==> src/rtl/mac_pkg.sv <==
`timescale 1ns/1ps
package mac_pkg;
  typedef enum logic [1:0] {
    OP_NOP  = 2'b00,
    OP_MAC  = 2'b01,
    OP_REV  = 2'b10,
    OP_LOAD = 2'b11
  } mac_op_e;
endpackage

==> src/rtl/mac_acc_bank.sv <==
`timescale 1ns/1ps
module mac_acc_bank #(
  parameter int DW   = 32,
  parameter int NACC = 4,
  parameter int AW   = $clog2(NACC)
) (
  input  logic                       clk,
  input  logic                       rst,
  input  logic                       we,
  input  logic [AW-1:0]              widx,
  input  logic [DW-1:0]              wdata,
  output logic [NACC-1:0][DW-1:0]    acc_q
);
  logic [DW-1:0] acc_r [NACC];

  always_ff @(posedge clk) begin
    for (int k = 0; k < NACC; k++) begin
      if (rst) acc_r[k] <= '0;
      else if (we && widx == AW'(k)) acc_r[k] <= wdata;
    end
  end

  for (genvar k = 0; k < NACC; k++) begin : g_acc
    assign acc_q[k] = acc_r[k];
    AST_ACC_CLEARED: assert property (@(posedge clk) disable iff (rst)
      $fell(rst) |-> acc_r[k] == '0);
  end
endmodule

==> src/rtl/mac_pipe.sv <==
`timescale 1ns/1ps
module mac_pipe #(
  parameter int DW   = 32,
  parameter int FRAC = 16,
  parameter int IW   = 5
) (
  input  logic          clk,
  input  logic          rst,
  input  logic          in_valid,
  input  logic          in_to_acc,
  input  logic [IW-1:0] in_idx,
  input  logic [DW-1:0] in_a,
  input  logic [DW-1:0] in_b,
  input  logic [DW-1:0] in_c,
  output logic          s1_valid,
  output logic          s1_to_acc,
  output logic [IW-1:0] s1_idx,
  output logic          s2_valid,
  output logic          s2_to_acc,
  output logic [IW-1:0] s2_idx,
  output logic          s3_valid,
  output logic          s3_to_acc,
  output logic [IW-1:0] s3_idx,
  output logic [DW-1:0] s3_sum
);
  // Fixed-point product: full signed product, drop FRAC fraction bits, keep DW bits.
  function automatic logic [DW-1:0] fx_mul(input logic [DW-1:0] a, input logic [DW-1:0] b);
    logic signed [2*DW-1:0] p;
    p = $signed({{DW{a[DW-1]}}, a}) * $signed({{DW{b[DW-1]}}, b});
    return p[FRAC+DW-1:FRAC];
  endfunction

  function automatic logic [DW-1:0] fx_add(input logic [DW-1:0] x, input logic [DW-1:0] y);
    return x + y;
  endfunction

  logic [DW-1:0] s1_a, s1_b, s1_c;
  logic [DW-1:0] s2_prod, s2_c;

  always_ff @(posedge clk) begin
    if (rst) begin
      s1_valid <= 1'b0;
      s2_valid <= 1'b0;
      s3_valid <= 1'b0;
    end else begin
      s1_valid <= in_valid;
      s2_valid <= s1_valid;
      s3_valid <= s2_valid;
    end
  end

  always_ff @(posedge clk) begin
    s1_to_acc <= in_to_acc;
    s1_idx    <= in_idx;
    s1_a      <= in_a;
    s1_b      <= in_b;
    s1_c      <= in_c;
    s2_to_acc <= s1_to_acc;
    s2_idx    <= s1_idx;
    s2_prod   <= fx_mul(s1_a, s1_b);
    s2_c      <= s1_c;
    s3_to_acc <= s2_to_acc;
    s3_idx    <= s2_idx;
    s3_sum    <= fx_add(s2_prod, s2_c);
  end

  AST_MUL_ADVANCES: assert property (@(posedge clk) disable iff (rst)
    s1_valid |=> s2_valid);
  AST_ADD_ADVANCES: assert property (@(posedge clk) disable iff (rst)
    s2_valid |=> s3_valid);
  AST_PIPE_EMPTY_AFTER_RESET: assert property (@(posedge clk) disable iff (rst)
    $fell(rst) |-> !s1_valid && !s2_valid && !s3_valid);
endmodule

==> src/rtl/mac_operand_sel.sv <==
`timescale 1ns/1ps
module mac_operand_sel
  import mac_pkg::*;
#(
  parameter int DW   = 32,
  parameter int FRAC = 16,
  parameter int NACC = 4,
  parameter int AW   = $clog2(NACC),
  parameter int RIDX = 5,
  parameter int IW   = 5
) (
  input  logic                    iss_valid,
  input  logic [1:0]              iss_op,
  input  logic [AW-1:0]           iss_acc,
  input  logic [RIDX-1:0]         iss_dst,
  input  logic                    iss_b_one,
  input  logic                    iss_c_zero,
  input  logic                    iss_neg_b,
  input  logic                    iss_neg_c,
  input  logic [DW-1:0]           rd_p,
  input  logic [DW-1:0]           rd_q,
  input  logic [NACC-1:0][DW-1:0] acc_q,
  input  logic                    s1_valid,
  input  logic                    s1_to_acc,
  input  logic [IW-1:0]           s1_idx,
  input  logic                    s2_valid,
  input  logic                    s2_to_acc,
  input  logic [IW-1:0]           s2_idx,
  input  logic                    s3_valid,
  input  logic                    s3_to_acc,
  input  logic [IW-1:0]           s3_idx,
  input  logic [DW-1:0]           s3_sum,
  output logic                    stall,
  output logic                    sel_valid,
  output logic                    sel_to_acc,
  output logic [IW-1:0]           sel_idx,
  output logic [DW-1:0]           sel_a,
  output logic [DW-1:0]           sel_b,
  output logic [DW-1:0]           sel_c
);
  localparam logic [DW-1:0] FX_ONE = DW'(1) << FRAC;

  logic          is_mac, is_rev, is_load;
  logic          reads_acc;
  logic [AW-1:0] rd_idx;
  logic          hit_s1, hit_s2, hit_s3;
  logic [DW-1:0] acc_val;
  logic [DW-1:0] b_src, c_src;

  assign is_mac  = (iss_op == OP_MAC);
  assign is_rev  = (iss_op == OP_REV);
  assign is_load = (iss_op == OP_LOAD);

  // Which accumulator this instruction reads, if any.
  assign reads_acc = iss_valid && ((is_mac && !iss_c_zero) || is_rev);
  assign rd_idx    = is_rev ? '0 : iss_acc;

  assign hit_s1 = s1_valid && s1_to_acc && (s1_idx == IW'(rd_idx));
  assign hit_s2 = s2_valid && s2_to_acc && (s2_idx == IW'(rd_idx));
  assign hit_s3 = s3_valid && s3_to_acc && (s3_idx == IW'(rd_idx));

  // Producers still in multiply or add have no result yet.
  assign stall   = reads_acc && (hit_s1 || hit_s2);
  assign acc_val = hit_s3 ? s3_sum : acc_q[rd_idx];

  always_comb begin
    sel_a = rd_p;
    b_src = iss_b_one ? FX_ONE : rd_q;
    c_src = iss_c_zero ? '0 : acc_val;
    if (is_rev) begin
      sel_a = acc_val;
      b_src = rd_p;
      c_src = rd_q;
    end else if (is_load) begin
      b_src = FX_ONE;
      c_src = '0;
    end
    sel_b = (iss_neg_b && !is_load) ? (~b_src + 1'b1) : b_src;
    sel_c = (iss_neg_c && !is_load) ? (~c_src + 1'b1) : c_src;
  end

  assign sel_valid  = iss_valid && !stall && (iss_op != OP_NOP);
  assign sel_to_acc = !is_rev;
  assign sel_idx    = is_rev ? IW'(iss_dst) : IW'(iss_acc);

  always_comb begin
    AST_NO_STALL_WHEN_IDLE: assert (iss_valid || !stall);
  end
endmodule

==> src/rtl/quad_acc_mac.sv <==
`timescale 1ns/1ps
module quad_acc_mac #(
  parameter int DW   = 32,
  parameter int FRAC = 16,
  parameter int NACC = 4,
  parameter int RIDX = 5
) (
  input  logic                    clk,
  input  logic                    rst,
  input  logic                    iss_valid,
  input  logic [1:0]              iss_op,
  input  logic [$clog2(NACC)-1:0] iss_acc,
  input  logic [RIDX-1:0]         iss_dst,
  input  logic                    iss_b_one,
  input  logic                    iss_c_zero,
  input  logic                    iss_neg_b,
  input  logic                    iss_neg_c,
  input  logic [DW-1:0]           rd_p,
  input  logic [DW-1:0]           rd_q,
  output logic                    stall,
  output logic                    wb_valid,
  output logic [RIDX-1:0]         wb_idx,
  output logic                    acc_we,
  output logic [$clog2(NACC)-1:0] acc_widx,
  output logic [DW-1:0]           res_data
);
  localparam int AW = $clog2(NACC);
  localparam int IW = (RIDX > AW) ? RIDX : AW;

  logic [NACC-1:0][DW-1:0] acc_q;
  logic          sel_valid, sel_to_acc;
  logic [IW-1:0] sel_idx;
  logic [DW-1:0] sel_a, sel_b, sel_c;
  logic          s1_valid, s1_to_acc, s2_valid, s2_to_acc, s3_valid, s3_to_acc;
  logic [IW-1:0] s1_idx, s2_idx, s3_idx;
  logic [DW-1:0] s3_sum;

  mac_operand_sel #(.DW(DW), .FRAC(FRAC), .NACC(NACC), .AW(AW), .RIDX(RIDX), .IW(IW)) u_sel (
    .iss_valid (iss_valid), .iss_op (iss_op), .iss_acc (iss_acc), .iss_dst (iss_dst),
    .iss_b_one (iss_b_one), .iss_c_zero (iss_c_zero),
    .iss_neg_b (iss_neg_b), .iss_neg_c (iss_neg_c),
    .rd_p (rd_p), .rd_q (rd_q), .acc_q (acc_q),
    .s1_valid (s1_valid), .s1_to_acc (s1_to_acc), .s1_idx (s1_idx),
    .s2_valid (s2_valid), .s2_to_acc (s2_to_acc), .s2_idx (s2_idx),
    .s3_valid (s3_valid), .s3_to_acc (s3_to_acc), .s3_idx (s3_idx), .s3_sum (s3_sum),
    .stall (stall), .sel_valid (sel_valid), .sel_to_acc (sel_to_acc), .sel_idx (sel_idx),
    .sel_a (sel_a), .sel_b (sel_b), .sel_c (sel_c)
  );

  mac_pipe #(.DW(DW), .FRAC(FRAC), .IW(IW)) u_pipe (
    .clk (clk), .rst (rst),
    .in_valid (sel_valid), .in_to_acc (sel_to_acc), .in_idx (sel_idx),
    .in_a (sel_a), .in_b (sel_b), .in_c (sel_c),
    .s1_valid (s1_valid), .s1_to_acc (s1_to_acc), .s1_idx (s1_idx),
    .s2_valid (s2_valid), .s2_to_acc (s2_to_acc), .s2_idx (s2_idx),
    .s3_valid (s3_valid), .s3_to_acc (s3_to_acc), .s3_idx (s3_idx), .s3_sum (s3_sum)
  );

  assign acc_we   = s3_valid && s3_to_acc;
  assign acc_widx = s3_idx[AW-1:0];
  assign wb_valid = s3_valid && !s3_to_acc;
  assign wb_idx   = s3_idx[RIDX-1:0];
  assign res_data = s3_sum;

  mac_acc_bank #(.DW(DW), .NACC(NACC), .AW(AW)) u_bank (
    .clk (clk), .rst (rst), .we (acc_we), .widx (acc_widx), .wdata (s3_sum), .acc_q (acc_q)
  );

  AST_RESET_QUIET: assert property (@(posedge clk) disable iff (rst)
    $fell(rst) |-> !wb_valid && !acc_we && !stall);
  AST_COMMIT_LANDS: assert property (@(posedge clk) disable iff (rst)
    acc_we |=> acc_q[$past(acc_widx)] == $past(res_data));
  AST_STALL_INSERTS_BUBBLE: assert property (@(posedge clk) disable iff (rst)
    stall |=> !s1_valid);
  AST_STALL_HAS_PRODUCER: assert property (@(posedge clk) disable iff (rst)
    stall |-> (s1_valid && s1_to_acc) || (s2_valid && s2_to_acc));
  AST_REV_WRITES_BACK: assert property (@(posedge clk) disable iff (rst)
    (sel_valid && !sel_to_acc) |-> ##3 (wb_valid && !acc_we));
endmodule

==> config.mk <==
export PLATFORM = sky130hd
export DESIGN_NAME = quad_acc_mac
export DESIGN_NICKNAME = d
export VERILOG_FILES = /design/src/rtl/mac_pkg.sv /design/src/rtl/mac_acc_bank.sv /design/src/rtl/mac_pipe.sv /design/src/rtl/mac_operand_sel.sv /design/src/rtl/quad_acc_mac.sv
export SDC_FILE = /design/constraint.sdc
export NUM_CORES = 2
export LEC_CHECK = 0
export ABC_AREA = 1
export CAP_MARGIN = 40
export CORE_AREA = 5 5 380 420
export CTS_CLUSTER_SIZE = 28
export DETAILED_ROUTE_END_ITERATION = 6
export DIE_AREA = 0 0 385 425
export GPL_TIMING_DRIVEN = 1
export SYNTH_ARGS = -nofsm -noshare
export SYNTH_HDL_FRONTEND = slang
export SYNTH_HIERARCHICAL = 1
export SYNTH_SLANG_ARGS = --single-unit
export TNS_END_PERCENT = 100
==> constraint.sdc <==
create_clock -name clk -period 6 [get_ports clk]
set_input_delay 1.8 -clock clk [delete_from_list [all_inputs] [get_ports clk]]
set_output_delay 1.8 -clock clk [all_outputs]
set_load 0.05 [all_outputs]
==> key figures <==
Synthesis
  • Syn Nets: 6,930
  • Synth Area in Compound Gates: 4.08%
  • Synth top area share: 36.4%
  • Cell types with the highest counts after synthesis: 1,512 x sky130_fd_sc_hd__inv_1, 1,512 x sky130_fd_sc_hd__nand2_1, 839 x sky130_fd_sc_hd__fa_1
  • Number of different library cells in the post-synthesis netlist: 56
  • Mux share of post-synthesis cell area: 0%
  • Main combinational cell family by area after synthesis: adder cells
  • Cell area after synthesis: 46,100 sq um
  • Async set or reset register ratio after synthesis: 0%
  • Adder-cell share of the synthesized area: 41.7%
  • Area share of and/or/nand/nor cells after synthesis: 19.6%
  • Top cells by area, synth: sky130_fd_sc_hd__fa_1 36%, sky130_fd_sc_hd__inv_1 12%, sky130_fd_sc_hd__nand2_1 12%
  • Syn_area_per_cell: 7.93 sq um
  • Gate count of the mapped netlist: 5,815
  • Library cell occupying the most area in the post-synthesis netlist: sky130_fd_sc_hd__fa_1
  • Yosys reg bits: 341
  • XOR/XNOR Fraction of Synth Area: 2.01%
  • Total number of yosys warnings: 6
  • Main flop type after synthesis: sky130_fd_sc_hd__dfxtp_1
  • Portion of the post-synthesis area used by sequential elements: 17.6%
  • Number of enable flip-flop cells after synthesis: 128

Routing
  • DR vias: 38,800
  • Highest metal layer with signal wires: met4
  • Average routed wire per standard cell: 18.7 um
  • DR DRC count: 0
  • Remaining number of nets flagged by the antenna check after routing: 0
  • Met3 Routed Length: 10.1 mm
  • Metal1 wirelength: 63.8 mm
  • Routed length on met2: 75.5 mm
  • Final Routed Wirelength: 156 mm
  • Via count normalized by instance count: 4.63
  • Initial DRT Pass Iterations: 6
  • Detailed router's first-iteration violation count: 2,899

Timing
  • Highest clock frequency the design can meet: 151 MHz
  • Setup repair after global routing missed its margin: yes
  • Final worst-path cycle share: 110%
  • Transition time at the pin with the least slew margin: 0.825 ns
  • Setup slack after layout: -0.629 ns
  • Fin. max-slew vios: 0
  • Final hold violations: 0
  • Relative slew slack: 45.0%
  • Clock period minus worst slack: 6.63 ns
  • # setup viols final: 32
  • Clock skew: 0.0516 ns

Worst setup path
  • End point of the critical path: u_pipe/s2_prod[27]
  • CP Launch Type: flip-flop
  • Crit-path max cell delay: 0.61 ns
  • Setup slack, reg-to-reg: -0.63 ns
  • Crit path max-delay cell type: sky130_fd_sc_hd__fa_2
  • CP Cell Sequence: buf_12 > nand2_1 > inv_1 > fa_1 > fa_1 > fa_2 > inv_4 > buf_4 > fa_1 > inv_1 > fa_1 > fa_1 > fa_1 > fa_2 > ha_4 > nand2_1 > buf_4 > o21ai_1 > buf_4 > a21oi_1 > o21a_1 > nand3_2 > xor2_1
  • Required time at the endpoint of the critical path: 6.42 ns
  • CP Max Fanout: 14
  • Arrival @ worst endpoint: 7.05 ns
  • Source of the worst register-to-register timing path: u_pipe/s1_a[31]
  • Crit path top cell by count: sky130_fd_sc_hd__fa_1
  • Classification of the worst setup path: reg2reg
  • Critical Path Start: u_pipe/s1_a[31]
  • Logic depth of the worst register-to-register path: 23
  • Capture instance of the worst register-to-register path: u_pipe/s2_prod[27]
  • Category of the worst setup path capture point: flip-flop

Placed design
  • Post-DP HPWL: 118 mm
  • Routability congestion estimate: 0.961
  • Worst setup timing slack at the placement stage: -0.975 ns
  • Count of buffers inserted at the top-level ports: 121

Die
  • Chip width: 385 um
  • Die outline area: 164,000 sq um
  • Boundary Pins: 122
  • Chip Height: 425 um
  • Starting density of the core: 29.7%
  • Core area: 155,000 sq um
  • Floorplan row count: 152

Final layout
  • Share of post-route cells with drive strength above 1: 18.3%
  • Final #Nets: 7,372
  • Final core utilization: 37.6%
  • Growth of design area from synthesis to finish: 26.6%
  • # fillers: 15,600

Worst hold path
  • Hold Crit Class: reg2reg

CTS
  • Num Clock Sinks: 341
  • Cts bufs inserted: 37
  • Buffers from clock root to sink, at most: 3
  • Root buffer cell: sky130_fd_sc_hd__clkbuf_16
  • Clock transition at the registers of the reported paths: 0.07 ns
  • CTS Hold Buffers Added: 0
  • Clock latency on the worst-skew pair: 0.58 ns
  • H-Tree Level Count: 2
  • TritonCTS clock tree: done

Flow run
  • Number of maximum-capacitance constraint violations: 0

Global routing
  • Overall routing resource usage: 18.3%
  • Antenna violations before repair: 1
  • Wire length of the first global-routing pass: 233 mm
  • Number of global-route vias before repair: 40,700
  • Largest net degree at the start of global routing: 69
  • Remaining global-route overflow: 0

Run status
  • Failing checks: negative setup slack
  • Outcome: complete, but fails checks
sequential cells by signal, summed over array words and instances (netlist names):
name / count
u_pipe/s3_valid: 1
u_pipe/s3_sum: 32
u_pipe/s2_valid: 1
u_pipe/s1_to_acc: 1
u_pipe/s2_to_acc: 1
u_pipe/s3_idx: 5
u_bank/acc_r: 128
u_pipe/s2_idx: 5
u_pipe/s1_c: 32
u_pipe/s1_b: 32
u_pipe/s2_c: 32
u_pipe/s3_to_acc: 1
u_pipe/s2_prod: 32
u_pipe/s1_idx: 5
u_pipe/s1_a: 32
u_pipe/s1_valid: 1
critical path, delay by kind of cell, from the launching register on:
kind	cells	cell delay [ns]
AO/OA/AOI/OAI	3	0.44
buffers and inverters	7	0.80
AND/OR/NAND/NOR	3	0.26
XOR/XNOR	1	0.18
flip-flops	1	0.34
adder cells (fa/ha/maj)	9	4.46
repair_timing:
action	4_1_cts	5_1_grt
setup buffers	52	60
cloned	11	15
resized for setup	388	259
pin swaps	192	213
setup endpoints to repair	32	32
cell type report:
class | count | area [sq um] | area share (%)
antenna | 1 | 2.50 | 0.00429
clock buffer | 51 | 1090 | 1.87
clock inverter | 16 | 179 | 0.307
inverter | 1542 | 5810 | 9.95
multi-input combinational | 3675 | 33200 | 57.0
sequential | 341 | 8200 | 14.1
tap | 2079 | 2600 | 4.46
timing repair buffer | 660 | 7220 | 12.4
metal layers:
layer	track usage, %	vias to the layer above
met3	1.87	300
li1	-	17800
met1	23.5	19300
met4	5.94	0
met2	32.2	1370
met5	0	-
placed cells by master (no fill, tap or decap), types with 9 or more instances in the layout:
master	instances
sky130_fd_sc_hd__a21o_1	14
sky130_fd_sc_hd__a21oi_1	67
sky130_fd_sc_hd__a21oi_2	30
sky130_fd_sc_hd__a21oi_4	19
sky130_fd_sc_hd__buf_12	106
sky130_fd_sc_hd__buf_4	350
sky130_fd_sc_hd__buf_6	55
sky130_fd_sc_hd__clkbuf_16	55
sky130_fd_sc_hd__clkdlybuf4s50_1	120
sky130_fd_sc_hd__dfxtp_1	181
sky130_fd_sc_hd__dfxtp_2	10
sky130_fd_sc_hd__dfxtp_4	22
sky130_fd_sc_hd__edfxtp_1	128
sky130_fd_sc_hd__fa_1	759
sky130_fd_sc_hd__fa_2	80
sky130_fd_sc_hd__ha_1	160
sky130_fd_sc_hd__ha_4	35
sky130_fd_sc_hd__inv_1	1440
sky130_fd_sc_hd__inv_2	93
sky130_fd_sc_hd__nand2_1	1431
sky130_fd_sc_hd__nand2_2	59
sky130_fd_sc_hd__nand2_4	41
sky130_fd_sc_hd__nand3_1	208
sky130_fd_sc_hd__nand3_2	11
sky130_fd_sc_hd__nand3b_1	9
sky130_fd_sc_hd__nand4_1	47
sky130_fd_sc_hd__nor2_1	239
sky130_fd_sc_hd__nor2_2	37
sky130_fd_sc_hd__nor2_4	37
sky130_fd_sc_hd__nor3_1	50
sky130_fd_sc_hd__o21ai_0	66
sky130_fd_sc_hd__o21ai_1	29
sky130_fd_sc_hd__o21ai_2	14
sky130_fd_sc_hd__o21bai_1	10
sky130_fd_sc_hd__o22ai_1	33
sky130_fd_sc_hd__xnor2_1	39
sky130_fd_sc_hd__xor2_1	58
logic make-up (layout without fill, tap and decap cells):
family / count (synthesis) / after routing
AOI/OAI and AO/OA: 329 / 329
xor gates and xnor gates: 106 / 106
adders and majority gates: 1035 / 1035
buffers and inverters: 1799 / 2269
DFF: 341 / 341
other: 0 / 1
and+or+nand+nor: 2205 / 2205
worst min-delay path by stage:
stage	from	endpoint	slack, ns	depth (start not counted)
2_1_floorplan	u_pipe/s1_c[0]	u_pipe/s2_c[0]	0.31	0
3_3_place_gp	u_pipe/s1_c[22]	u_pipe/s2_c[22]	0.31	0
3_5_place_dp	u_pipe/s1_c[20]	u_pipe/s2_c[20]	0.31	0
4_1_cts	u_pipe/s1_c[5]	u_pipe/s2_c[5]	0.33	0
5_1_grt	u_pipe/s1_c[5]	u_pipe/s2_c[5]	0.33	0
6_report	u_pipe/s1_c[14]	u_pipe/s2_c[14]	0.32	0
metrics by stage:
stage | setup TNS, ns | hold slack [ns] | area (sq um) | instances
after floorplan | -0.534 | 0.310 | 46800 | 5815
after global placement | -20.21 | 0.312 | 53200 | 8171
after detailed placement | -21.54 | 0.312 | 53300 | 8172
after CTS | -14.44 | 0.326 | 56700 | 8298
after global routing | -20.41 | 0.334 | 58300 | 8364
final | -14.63 | 0.322 | 58300 | 8365
Power is not shown: default switching activity piles up to over one toggle a cycle in this logic, so the estimate is an artifact.
